File: config.mk
export PLATFORM = sky130hd
export DESIGN_NAME = spi_port
export DESIGN_NICKNAME = d
export VERILOG_FILES = /design/src/rtl/spi_port_pkg.sv /design/src/rtl/spi_port_ctrl.sv /design/src/rtl/spi_port_dp.sv /design/src/rtl/spi_port.sv
export SDC_FILE = /design/constraint.sdc
export NUM_CORES = 1
export LEC_CHECK = 0
export ABC_AREA = 1
export BUFFER_PORTS_ARGS = -buffer_cell sky130_fd_sc_hd__buf_2
export CAP_MARGIN = 20
export CORE_MARGIN = 2
export CORE_UTILIZATION = 52
export CTS_CLUSTER_SIZE = 25
export DETAILED_ROUTE_END_ITERATION = 6
export PLACE_DENSITY = 0.84
export SYNTH_ARGS = -nofsm -noshare
export SYNTH_HDL_FRONTEND = slang
export SYNTH_HIERARCHICAL = 1
export SYNTH_SLANG_ARGS = --single-unit
File: constraint.sdc
create_clock -name clk -period 1.6 [get_ports clk]
set_clock_uncertainty 0.15 [all_clocks]
set_input_delay 0 -clock clk [delete_from_list [all_inputs] [get_ports clk]]
set_output_delay 0 -clock clk [all_outputs]
set_load 0.02 [all_outputs]
File: src/rtl/spi_port_pkg.sv
`timescale 1ns/1ps
package spi_port_pkg;
  localparam int CTL_W  = 6;
  localparam int HALF_W = 5;
  localparam int CTL_LOC  = 0;
  localparam int STAT_LOC = 1;
  localparam int DATA_LOC = 2;

  typedef struct packed {
    logic [1:0] rate;
    logic       cpha;
    logic       cpol;
    logic       master;
    logic       en;
  } ctlFields_t;

  typedef struct packed {
    logic load;
    logic sample;
    logic shift;
    logic finish;
    logic finishDirect;
  } dpStrobe_t;

  // system clocks per half serial-clock period for each rate code
  function automatic logic [HALF_W-1:0] halfOf(input logic [1:0] code);
    case (code)
      2'd0:    return HALF_W'(1);
      2'd1:    return HALF_W'(2);
      2'd2:    return HALF_W'(8);
      default: return HALF_W'(16);
    endcase
  endfunction
endpackage

File: src/rtl/spi_port_ctrl.sv
`timescale 1ns/1ps
module spi_port_ctrl
  import spi_port_pkg::*;
#(
  parameter int DATA_W = 8,
  parameter int ADDR_W = 2
) (
  input  logic              clk,
  input  logic              rstN,
  input  logic [ADDR_W-1:0] busAddr,
  input  logic              busWr,
  input  logic              busRd,
  input  logic [CTL_W-1:0]  ctlWdata,
  input  logic              sckIn,
  input  logic              ssN,
  output dpStrobe_t         strobe,
  output logic              isMaster,
  output logic [DATA_W-1:0] ctlReg,
  output logic [DATA_W-1:0] statReg,
  output logic              sckOut,
  output logic              sckOe,
  output logic              mosiOe,
  output logic              misoOe
);
  localparam int EDGES  = 2 * DATA_W;
  localparam int CNT_W  = $clog2(EDGES);
  localparam logic [CNT_W-1:0] LAST_EDGE = CNT_W'(EDGES - 1);

  ctlFields_t        cfg;
  logic              done, wcol, modf, statusSeen;
  logic              busy, sckLvl;
  logic [CNT_W-1:0]  edgeCnt;
  logic [HALF_W-1:0] halfCnt, halfLast;
  logic              sck1, sck2, sckPrev, ss1, ss2;

  logic ctlWr, dataWr, dataRd, statRd, clearXfer;
  logic faultNow, slvSel, mEvt, sEvt, evt, inFlight, collide, start;
  logic isSample, lastEdge;

  always_comb begin
    ctlWr     = busWr && (busAddr == ADDR_W'(CTL_LOC));
    dataWr    = busWr && (busAddr == ADDR_W'(DATA_LOC));
    dataRd    = busRd && (busAddr == ADDR_W'(DATA_LOC));
    statRd    = busRd && (busAddr == ADDR_W'(STAT_LOC));
    clearXfer = statusSeen && (dataWr || dataRd);
    halfLast  = halfOf(cfg.rate) - HALF_W'(1);
    faultNow  = cfg.en && cfg.master && !ss2;
    slvSel    = cfg.en && !cfg.master && !ss2;
    mEvt      = busy && (halfCnt == halfLast) && !faultNow;
    sEvt      = slvSel && (sck2 != sckPrev);
    evt       = mEvt || sEvt;
    inFlight  = cfg.master ? busy : (edgeCnt != '0);
    collide   = dataWr && inFlight;
    start     = dataWr && !inFlight && cfg.en && cfg.master && !faultNow;
    isSample  = cfg.cpha ? edgeCnt[0] : !edgeCnt[0];
    lastEdge  = (edgeCnt == LAST_EDGE);
    strobe.load         = dataWr && !inFlight;
    strobe.sample       = evt && isSample && !lastEdge;
    strobe.shift        = evt && !isSample && !lastEdge && (edgeCnt != '0);
    strobe.finish       = evt && lastEdge;
    strobe.finishDirect = cfg.cpha;
  end

  always_ff @(posedge clk or negedge rstN) begin
    if (!rstN) begin
      {sck1, sck2, sckPrev} <= '0;
      {ss1, ss2}            <= 2'b11;
    end else begin
      sck1    <= sckIn;
      sck2    <= sck1;
      sckPrev <= sck2;
      ss1     <= ssN;
      ss2     <= ss1;
    end
  end

  always_ff @(posedge clk or negedge rstN) begin
    if (!rstN) begin
      cfg        <= '0;
      done       <= 1'b0;
      wcol       <= 1'b0;
      modf       <= 1'b0;
      statusSeen <= 1'b0;
    end else begin
      if (ctlWr) cfg <= ctlFields_t'(ctlWdata);
      if (faultNow) cfg.master <= 1'b0;
      if (statRd) statusSeen <= 1'b1;
      else if (busRd || busWr) statusSeen <= 1'b0;
      if (strobe.finish) done <= 1'b1;
      else if (clearXfer) done <= 1'b0;
      if (collide) wcol <= 1'b1;
      else if (clearXfer) wcol <= 1'b0;
      if (faultNow) modf <= 1'b1;
      else if (statusSeen && ctlWr) modf <= 1'b0;
    end
  end

  always_ff @(posedge clk or negedge rstN) begin
    if (!rstN) begin
      busy    <= 1'b0;
      sckLvl  <= 1'b0;
      edgeCnt <= '0;
      halfCnt <= '0;
    end else begin
      if (faultNow) busy <= 1'b0;
      else if (start) busy <= 1'b1;
      else if (mEvt && lastEdge) busy <= 1'b0;

      if (!busy || faultNow) sckLvl <= 1'b0;
      else if (mEvt) sckLvl <= !sckLvl;

      if (!busy || halfCnt == halfLast) halfCnt <= '0;
      else halfCnt <= halfCnt + HALF_W'(1);

      if (faultNow || start || (!cfg.master && !slvSel)) edgeCnt <= '0;
      else if (evt) edgeCnt <= lastEdge ? '0 : edgeCnt + CNT_W'(1);
    end
  end

  always_comb begin
    isMaster = cfg.master;
    ctlReg   = DATA_W'(cfg);
    statReg  = DATA_W'({modf, wcol, done});
    sckOut   = cfg.cpol ^ sckLvl;
    sckOe    = cfg.en && cfg.master;
    mosiOe   = cfg.en && cfg.master;
    misoOe   = slvSel;
  end

  p_fault_drops_master_r9: assert property (@(posedge clk) disable iff (!rstN)
    faultNow |=> (!cfg.master && modf && !busy));
  p_sck_idle_r4: assert property (@(posedge clk) disable iff (!rstN)
    !busy |-> (sckLvl == 1'b0));
  p_collide_keeps_r7: assert property (@(posedge clk) disable iff (!rstN)
    (collide && busy && !faultNow && !(mEvt && lastEdge)) |=> busy);
  p_start_clean_r2: assert property (@(posedge clk) disable iff (!rstN)
    start |=> (busy && edgeCnt == '0 && !sckLvl));
endmodule

File: src/rtl/spi_port_dp.sv
`timescale 1ns/1ps
module spi_port_dp
  import spi_port_pkg::*;
#(
  parameter int DATA_W = 8
) (
  input  logic              clk,
  input  logic              rstN,
  input  dpStrobe_t         strobe,
  input  logic              isMaster,
  input  logic [DATA_W-1:0] wrData,
  input  logic              misoIn,
  input  logic              mosiIn,
  output logic              txBit,
  output logic [DATA_W-1:0] rxBuf
);
  logic [DATA_W-1:0] shReg;
  logic              rxBit, mosi1, mosi2, inBit, tailBit;

  always_comb begin
    inBit   = isMaster ? misoIn : mosi2;
    tailBit = strobe.finishDirect ? inBit : rxBit;
    txBit   = shReg[DATA_W-1];
  end

  always_ff @(posedge clk or negedge rstN) begin
    if (!rstN) begin
      shReg <= '0;
      rxBit <= 1'b0;
      rxBuf <= '0;
      mosi1 <= 1'b0;
      mosi2 <= 1'b0;
    end else begin
      mosi1 <= mosiIn;
      mosi2 <= mosi1;
      if (strobe.sample) rxBit <= inBit;
      if (strobe.load) shReg <= wrData;
      else if (strobe.shift) shReg <= {shReg[DATA_W-2:0], rxBit};
      if (strobe.finish) rxBuf <= {shReg[DATA_W-2:0], tailBit};
    end
  end

  p_rxbuf_hold_r2: assert property (@(posedge clk) disable iff (!rstN)
    !strobe.finish |=> $stable(rxBuf));
endmodule

File: src/rtl/spi_port.sv
`timescale 1ns/1ps
module spi_port
  import spi_port_pkg::*;
#(
  parameter int DATA_W = 8,
  parameter int ADDR_W = 2
) (
  input  logic              clk,
  input  logic              rstN,
  input  logic [ADDR_W-1:0] busAddr,
  input  logic              busWr,
  input  logic              busRd,
  input  logic [DATA_W-1:0] busWdata,
  output logic [DATA_W-1:0] busRdata,
  input  logic              sckIn,
  output logic              sckOut,
  output logic              sckOe,
  input  logic              mosiIn,
  output logic              mosiOut,
  output logic              mosiOe,
  input  logic              misoIn,
  output logic              misoOut,
  output logic              misoOe,
  input  logic              ssN
);
  dpStrobe_t         strobe;
  logic              isMaster, txBit;
  logic [DATA_W-1:0] ctlReg, statReg, rxBuf;

  spi_port_ctrl #(.DATA_W(DATA_W), .ADDR_W(ADDR_W)) uCtrl (
    .clk(clk), .rstN(rstN), .busAddr(busAddr), .busWr(busWr), .busRd(busRd),
    .ctlWdata(busWdata[CTL_W-1:0]), .sckIn(sckIn), .ssN(ssN),
    .strobe(strobe), .isMaster(isMaster), .ctlReg(ctlReg), .statReg(statReg),
    .sckOut(sckOut), .sckOe(sckOe), .mosiOe(mosiOe), .misoOe(misoOe)
  );

  spi_port_dp #(.DATA_W(DATA_W)) uDp (
    .clk(clk), .rstN(rstN), .strobe(strobe), .isMaster(isMaster),
    .wrData(busWdata), .misoIn(misoIn), .mosiIn(mosiIn),
    .txBit(txBit), .rxBuf(rxBuf)
  );

  always_comb begin
    mosiOut = txBit;
    misoOut = txBit;
    case (busAddr)
      ADDR_W'(CTL_LOC):  busRdata = ctlReg;
      ADDR_W'(STAT_LOC): busRdata = statReg;
      ADDR_W'(DATA_LOC): busRdata = rxBuf;
      default:           busRdata = '0;
    endcase
  end

  p_oe_exclusive_r11: assert property (@(posedge clk) disable iff (!rstN)
    !(misoOe && (sckOe || mosiOe)));
endmodule

=== After elaboration in Yosys (flattened, before gate mapping) ===
Cells that the tools add are included.

* Logic and storage cells: 115
* Register bits: 45
* Output and inout bits: 14

* Muxes and demuxes: 26
* Add/subtract/negate cells: 3
* Bitwise gates (word level): 1
* Eq/ne operators: 7
* Reduce and logical (&&, ||, !) cells: 55

{| class="wikitable"
|+ Operators by type and width
! operator !! number
|-
| 1-bit logical AND || 26
|-
| 8-bit case mux with 3 select lines || 1
|-
| 1-bit 2-to-1 mux || 17
|-
| 8-bit 2-to-1 mux || 2
|-
| 2-bit nonzero test || 8
|-
| 5-bit case mux with 3 select lines || 1
|-
| 4-bit 2-to-1 mux || 3
|-
| 1-bit zero test || 10
|-
| 1-bit logical OR || 7
|-
| 5-bit by 1-bit adder with 5-bit output (second input constant) || 1
|-
| 5-bit == test || 1
|-
| 5-bit 2-to-1 mux || 1
|-
| 5-bit by 1-bit subtractor with 5-bit output (second input constant) || 1
|-
| 4-bit by 1-bit adder with 4-bit output (second input constant) || 1
|-
| 2-bit by 1-bit == test with 1-bit output (second input constant) || 2
|-
| 2-bit == test (second input constant) || 2
|-
| 4-bit == test (second input constant) || 1
|-
| 2-bit zero test || 2
|-
| 4-bit nonzero test || 1
|-
| 3-bit nonzero test || 1
|-
| 2-bit 2-to-1 mux || 1
|-
| 1-bit != test || 1
|-
| 1-bit bitwise XOR || 1
|}

=== Depth between registers and ports, before layout ===
Gate-level depths: netlist of the first run.

* Depth in word-level cells: 12
* Mapped depth: 13
* Gate-level depth less buffers: 12

=== Hierarchy ===
The synthesis of the first run kept the hierarchy.

{| class="wikitable"
|+ By module, submodules not included
! module !! times used !! seq. area each (sq um) !! cells each !! area an instance (sq um)
|-
| spi_port_ctrl || 1 || 653.1 || 169 || 1,430.1
|-
| spi_port_dp || 1 || 475.5 || 91 || 772.0
|-
| spi_port || 1 || 0.0 || 38 || 195.2
|}

=== Worst setup path before layout of the first run ===
Ideal clock, no wire load.

* Kind: reg-to-reg
* From: reg uCtrl.cfg (netlist bit uCtrl/isMaster)
* To: reg uDp.shReg[6]
* Setup time: 68 ps
* Stages on the path, launching flop included: 10
* Period minus slack after synthesis: 2,101 ps
* Slack: -501 ps
* Data arrival time: 1,882 ps
* Buffers on the path: 0
* Cells stage by stage: dfrtp_1 -> nor3_1 -> nand2_2 -> nand2_4 -> inv_2 -> nor2_2 -> inv_1 -> nor2_2 -> nand2_1 -> nand3_1

{| class="wikitable"
|+ RTL lines
! element !! RTL line !! RTL
|-
| start, declared || spi_port_ctrl.sv:29 || <nowiki>ctlFields_t cfg;</nowiki>
|-
| start signal, assigned || spi_port_ctrl.sv:85 || <nowiki>if (ctlWr) cfg <= ctlFields_t'(ctlWdata);</nowiki>
|-
| end signal, assigned || spi_port_dp.sv:37 || <nowiki>if (strobe.load) shReg <= wrData;</nowiki>
|-
| end signal, assigned || spi_port_dp.sv:38 || <nowiki>else if (strobe.shift) shReg <= {shReg[DATA_W-2:0], rxBit};</nowiki>
|-
| end, declared || spi_port_dp.sv:17 || <nowiki>logic [DATA_W-1:0] shReg;</nowiki>
|}

==> flow_summary.json, run 1 <==
{
  "share_of_the_yosys_chip_area_belonging_to_registers_pct": 47.08,
  "overflow": 0,
  "design.core.area_sq_um": 4384,
  "power_per_cell_area_nw_per_um2": 1192,
  "vdd_ir_drop_max_mv": 0.8962,
  "yosys-top-cells-area": "sky130_fd_sc_hd__dfrtp_1, sky130_fd_sc_hd__nand2_1, sky130_fd_sc_hd__nand3_1, sky130_fd_sc_hd__buf_4, sky130_fd_sc_hd__inv_1",
  "port_buffers": 31,
  "grtUsageTotal_pct": 27.12,
  "tritoncts.num_buffers": 5,
  "clkSinkCount": 45,
  "drt.antenna.violating_nets": 0,
  "clock_pin_slew_of_the_registers_on_the_worst_case_setup_and_hold_paths_ns": 0.09,
  "r2r_start": "uCtrl/ctlReg[5]",
  "hp-start": "busAddr[0]",
  "insertion_delay_ns": 0.31,
  "post_synth.cell_area_avg_sq_um": 8.045,
  "length_of_the_first_detailed_routing_pass_in_iterations": 5,
  "synth_cell_type_count": 29,
  "postPlaceCellArea_sq_um": 2850,
  "setup_repair_after_global_routing_missed_its_margin": "yes",
  "gpl.final_weighted_congestion": 0.8235,
  "start_kind": "register",
  "synth_seq_cells": 45,
  "synthCells": 298,
  "worstPathRequired_ns": 1.70,
  "critical_path_arrival_ns": 1.93,
  "grt_pass1_wl_um": 10650,
  "cp_max_fo": 8,
  "worstHoldPathCells": 6,
  "seq_power_share_pct": 39.4,
  "layout_min_cycle_time_ns": 1.826,
  "worst_setup_path_end_kind": "register",
  "routed_length_per_placed_instance_um": 15.46,
  "initialDrtViolationCount": 248,
  "ff2ff_path_depth": 11,
  "routed_wl_um": 6940,
  "drive_above_1_share_pct": 37.28,
  "grt_antenna_before_repair": 0,
  "yosys_warnings": 6,
  "setup.worst_path.class": "reg -> reg",
  "p_sw_share_pct": 37.47,
  "power.share.combinational_pct": 39.1,
  "hold_viol_final": 0,
  "failing_checks": "setup timing",
  "cap_violations": 0,
  "route.vias.total": 2401,
  "floorplan.die_area_sq_um": 5170,
  "finalSetupViolCount": 24,
  "layout.cell_area.non_filler_sq_um": 3408,
  "min-delay-path-class": "in -> reg",
  "via_count_of_the_first_global_routing_pass": 2367,
  "ios": 32,
  "synth.top_cell.area_share_pct": 44.89,
  "postLayoutSetupSlackWorst_ns": -0.2255,
  "place_hpwl_um": 4245,
  "p_int_w": 0.002540,
  "clockBufferDepth": 2,
  "power.leakage_nw": 1.761,
  "cts.htree.levels": 2,
  "die_width_um": 71.90,
  "clock_tree_root": "sky130_fd_sc_hd__clkbuf_8",
  "max_clock_freq_ghz": 0.5478,
  "die_height_um": 71.90,
  "outcome": "finished, violations left",
  "antenna_cells": 0,
  "drv_slew": 0,
  "cts_tree": "built",
  "synth_largest_area_cell": "sky130_fd_sc_hd__dfrtp_1",
  "floorplan.initialDensity_pct": 54.68,
  "fin_crit_sh_pct": 114.1,
  "num_rows": 24,
  "via_per_inst": 5.347,
  "synthesis.area_sq_um": 2397,
  "power_switching_w": 0.001522,
  "layout.nets": 417,
  "dp.cells": 408,
  "grt_start_max_net_pins": 23,
  "fin_cells": 449,
  "area_delta_synth_final_pct": 42.17,
  "startpoint": "uCtrl/ctlReg[5]",
  "drc_errors": 0,
  "power.clock.fraction_pct": 21.5
}
[cells in the final DEF (no fill, tap or decap), drive strengths merged, types with 5 or more instances in the layout]
master / count
a21oi: 5
buf: 84
clkbuf: 5
conb: 7
dfrtp: 43
dlygate4sd3: 19
inv: 33
nand2: 97
nand3: 46
nand4: 5
nor2: 19
o21ai: 12
xor2: 6
[synthesized netlist by cell type, drive strengths merged]
library cell  instances
a21boi                1
nand3                46
nand4                 5
a22o                  1
nand3b                1
o21ai                12
nor2                 19
nand2                97
or2                   2
dfstp                 2
a21oi                 5
dfrtp                43
xor2                  6
inv                  33
conb                  1
nor3                  3
buf                  18
ha                    3
[metrics by stage]
stage          hold WS, ns  utilization, %  setup TNS, ns  worst slack (ns)  total power (W)
3_5_place_dp       -0.2929           65.01         -1.799           -0.1756         0.002769
5_1_grt            0.05895           77.74         -4.882           -0.3063         0.004274
2_1_floorplan      -0.4456               -         -1.047          -0.08622         0.002339
3_3_place_gp       -0.2939           65.01        -0.8106           -0.1086         0.002716
6_report           0.01667           77.74         -2.950           -0.2255         0.004061
4_1_cts           -0.01131           74.37         -1.077           -0.1255         0.003822
[worst max-delay path, cell delays in order, from the launching register on]
cell and delay [ns]:
sky130_fd_sc_hd__dfrtp_2 0.48, sky130_fd_sc_hd__nand2_1 0.11, sky130_fd_sc_hd__nand3b_1 0.13, sky130_fd_sc_hd__nor2_4 0.14
sky130_fd_sc_hd__nand3_4 0.09, sky130_fd_sc_hd__nand2_4 0.09, sky130_fd_sc_hd__inv_4 0.04, sky130_fd_sc_hd__nor2_4 0.10
sky130_fd_sc_hd__inv_2 0.05, sky130_fd_sc_hd__nor2_4 0.18, sky130_fd_sc_hd__nand2_1 0.11, sky130_fd_sc_hd__nand3_1 0.08
[cell families (layout without fill, tap and decap cells)]
group | Yosys count | count (layout) | synth area share, %
AND/OR/NAND/NOR | 173 | 173 | 33.46
flip-flops | 45 | 45 | 47.08
AO/OA/AOI/OAI | 19 | 19 | 4.541
other | 1 | 7 | 0.1564
adder cells (fa/ha/maj) | 3 | 3 | 1.566
XOR/XNOR | 6 | 6 | 2.192
buffers and inverters | 51 | 144 | 11.01
[area by class of cell]
class,count,area [sq um]
clock inverter,3,46.29
fill,285,975.9
tap,52,65.06
multi-input combinational,208,1176
sequential,45,1132
timing repair buffer,103,785.8
inverter,33,133.9
clock buffer,5,68.82
[state kept, by name (all words and copies together), names as in the netlist, 4 cells and up]
name and flops:
uCtrl/edgeCnt 4, uDp/rxBuf 8, uCtrl/halfCnt 5, uCtrl/ctlReg 5
uDp/shReg 8
[path summary, 6_finish.rpt]
kind	endpoint	slack [ns]
worst max-delay path	uDp/shReg[2]	-0.23
worst min-delay path	uCtrl/wcol	0.02
worst max register to register	uDp/shReg[2]	-0.23
worst min register to register	uDp/mosi2	0.21
max in group asynchronous	uCtrl/sck1	0.57
min in group asynchronous	uCtrl/edgeCnt[3]	0.08
[power by group through the flow]
stage	registers, W	logic [W]	clock network (W)
after floorplan	0.00156	0.000783	0
after global placement	0.00156	0.00116	0
after detailed placement	0.00157	0.00120	0
after CTS	0.00156	0.00137	0.000889
after global routing	0.00162	0.00173	0.000927
final	0.00160	0.00159	0.000873
[per-layer routing]
| metal | track usage, % | vias up | wire length, um | part of all wire (%) |
|---|---|---|---|---|
| met2 | 47.33 | 106 | 3715 | 54 |
| met5 | 0 | - | 0 | 0 |
| li1 | - | 1123 | - | - |
| met4 | 9.434 | 0 | 184 | 2.7 |
| met1 | 33.46 | 1148 | 2623 | 38 |
| met3 | 5.833 | 24 | 416 | 6.0 |
[timing repair]
item | in CTS | in global routing
pin swaps | 10 | 2
endpoints found under the setup margin | 17 | 30
setup buffers | 9 | 5
gates resized for setup | 15 | 31
hold buffers | 19 | 0
hold endpoints to repair | 68 | 0
No activity file was read; power rests on OpenSTA's default activity.
==> inputs of run 2 (changes only) <==
--- a/config.mk
+++ b/config.mk
@@ -9,10 +9,12 @@
 export BUFFER_PORTS_ARGS = -buffer_cell sky130_fd_sc_hd__buf_2
 export CAP_MARGIN = 20
 export CORE_MARGIN = 2
-export CORE_UTILIZATION = 52
+export CORE_UTILIZATION = 54
+export CTS_BUF_LIST = sky130_fd_sc_hd__clkbuf_2
 export CTS_CLUSTER_SIZE = 25
 export DETAILED_ROUTE_END_ITERATION = 6
-export PLACE_DENSITY = 0.84
+export PLACE_DENSITY = 0.77
+export SLEW_MARGIN = 0
 export SYNTH_ARGS = -nofsm -noshare
 export SYNTH_HDL_FRONTEND = slang
 export SYNTH_HIERARCHICAL = 1
==> flow_summary.json, run 2 (same netlist as run 1, synthesis figures left out) <==
{
  "outcome": "finished, violations left",
  "failing_checks": "setup timing",
  "min-delay-path-class": "in -> reg",
  "cp_cell_sequence": "nand2_1, nand3b_1, nor2_4, nand3_4, nand2_4, buf_4, buf_6, nand2_8, inv_6, buf_8, nand2_2, nand2_1",
  "cts.htree.levels": 2,
  "fin_crit_sh_pct": 114.6,
  "length_of_the_first_detailed_routing_pass_in_iterations": 5,
  "drt.antenna.violating_nets": 0,
  "postPlaceCellArea_sq_um": 2845,
  "grt_antenna_before_repair": 0,
  "power.leakage_nw": 1.689,
  "layout.cell_area.non_filler_sq_um": 3313,
  "insertion_delay_ns": 0.44,
  "dp.cells": 409,
  "power_per_cell_area_nw_per_um2": 1041,
  "postLayoutSetupSlackWorst_ns": -0.2329,
  "clock_tree_root": "sky130_fd_sc_hd__clkbuf_2",
  "port_buffers": 31,
  "floorplan.die_area_sq_um": 4989,
  "crit_top_cell": "sky130_fd_sc_hd__nand2_1",
  "route.vias.total": 2371,
  "setup.worst_path.class": "reg -> reg",
  "routed_length_per_placed_instance_um": 13.67,
  "largest_registers": "uDp/rxBuf (8), uDp/shReg (8)",
  "clock_pin_slew_of_the_registers_on_the_worst_case_setup_and_hold_paths_ns": 0.23,
  "worst_path_cell_with_the_longest_stage_delay": "sky130_fd_sc_hd__dfrtp_2",
  "worst_setup_path_end_kind": "register",
  "fin_cells": 448,
  "mostFrequentLayoutCell": "sky130_fd_sc_hd__nand2_1",
  "vdd_ir_drop_max_mv": 0.7341,
  "ios": 32,
  "initialDrtViolationCount": 193,
  "drive_above_1_share_pct": 34.60,
  "gpl.final_weighted_congestion": 0.8562,
  "floorplan.initialDensity_pct": 55.44,
  "design.core.area_sq_um": 4324,
  "clockBufferDepth": 2,
  "cp_max_fo": 7,
  "max_stage_delay_ns": 0.51,
  "via_per_inst": 5.292,
  "via_count_of_the_first_global_routing_pass": 2313,
  "setup_repair_after_global_routing_missed_its_margin": "yes",
  "antenna_cells": 0,
  "worstPathRequired_ns": 1.85,
  "grt_pass1_wl_um": 10070,
  "die_height_um": 70.63,
  "cap_violations": 0,
  "finalCoreUtilization_pct": 76.62,
  "mostFrequentLayoutCells": "sky130_fd_sc_hd__nand2_1, sky130_fd_sc_hd__dfrtp_1, sky130_fd_sc_hd__nand3_1, sky130_fd_sc_hd__buf_4, sky130_fd_sc_hd__buf_2",
  "drv_slew": 0,
  "layout_min_cycle_time_ns": 1.833,
  "grtUsageTotal_pct": 25.65,
  "hold_viol_final": 0,
  "tritoncts.num_buffers": 5,
  "num_rows": 24,
  "clkSinkCount": 45,
  "place_hpwl_um": 3882,
  "overflow": 0,
  "max_clock_freq_ghz": 0.5456,
  "start_kind": "register",
  "drc_errors": 0,
  "finalHoldWorstSlack_ns": 0.05985,
  "post-layout-total-power_w": 0.003448,
  "area_delta_synth_final_pct": 38.20,
  "layout.nets": 416,
  "die_width_um": 70.63,
  "routed_wl_um": 6125,
  "finalSetupViolCount": 22,
  "critical_path_arrival_ns": 2.08,
  "grt_start_max_net_pins": 26,
  "cts_tree": "built"
}
[run 2: changes by cell type in the layout (fill, tap and decap cells not counted), sizes merged]
cell         previous run  this run
clkinv                  1         2
bufinv                  1         0
dlygate4sd3            19        24
buf                    84        78
[run 2: area by class of cell]
class	count	area, sq um
Fill cell	286	1011
Inverter	33	141.4
Clock buffer	5	25.02
Tap cell	52	65.06
Timing Repair Buffer	102	793.3
Sequential cell	45	1131
Multi-Input combinational cell	208	1140
Clock inverter	3	17.52
[run 2: worst paths after layout]
path / start / to / slack [ns] / depth (start not counted)
setup / recovery: uCtrl/ctlReg[5] / uDp/rxBuf[5] / -0.23 / 12
hold / removal: mosiIn / uDp/mosi1 / 0.06 / 2
setup reg to reg: uCtrl/ctlReg[5] / uDp/rxBuf[5] / -0.23 / 12
hold reg to reg: uCtrl/ss1 / uCtrl/ss2 / 0.23 / 0
max in group asynchronous: rstN / uCtrl/edgeCnt[3] / 0.57 / 4
min in group asynchronous: rstN / uDp/shReg[2] / 0.45 / 4
[run 2: per-layer routing]
| layer | GRT usage [%] | wire [um] |
|---|---|---|
| met5 | 0 | 0 |
| met2 | 42.87 | 3044 |
| met1 | 32.61 | 2489 |
| met3 | 5.413 | 400 |
| met4 | 10.90 | 191 |
[run 2: timing repair]
action | in CTS | in global routing
gates cloned | 0 | 0
hold buffers | 24 | 0
buffers inserted | 6 | 5
endpoints found under the setup margin | 17 | 28
resized for setup | 23 | 18
pin swaps | 23 | 11
hold endpoints to repair | 69 | 0
[run 2: critical path, delay by kind of cell (launching register included)]
family	cells	cell delay, ns
buffers and inverters	4	0.43
flip-flops	1	0.51
AND/OR/NAND/NOR	8	0.69
[run 2: metrics by stage]
stage	setup TNS, ns	worst slack (ns)
detailed placement	-1.676	-0.1707
finish	-4.060	-0.2329
CTS	-2.063	-0.1456
global placement	-0.9529	-0.1126
global route	-5.917	-0.3367
floorplan	-1.047	-0.08622
[run 2: report_power, final]
group          switching [W]  internal (W)  total [W]
clock network       0.000373      0.000102   0.000475
logic               0.000786      0.000610    0.00140
registers           0.000214       0.00136    0.00158
total                0.00137       0.00207    0.00345
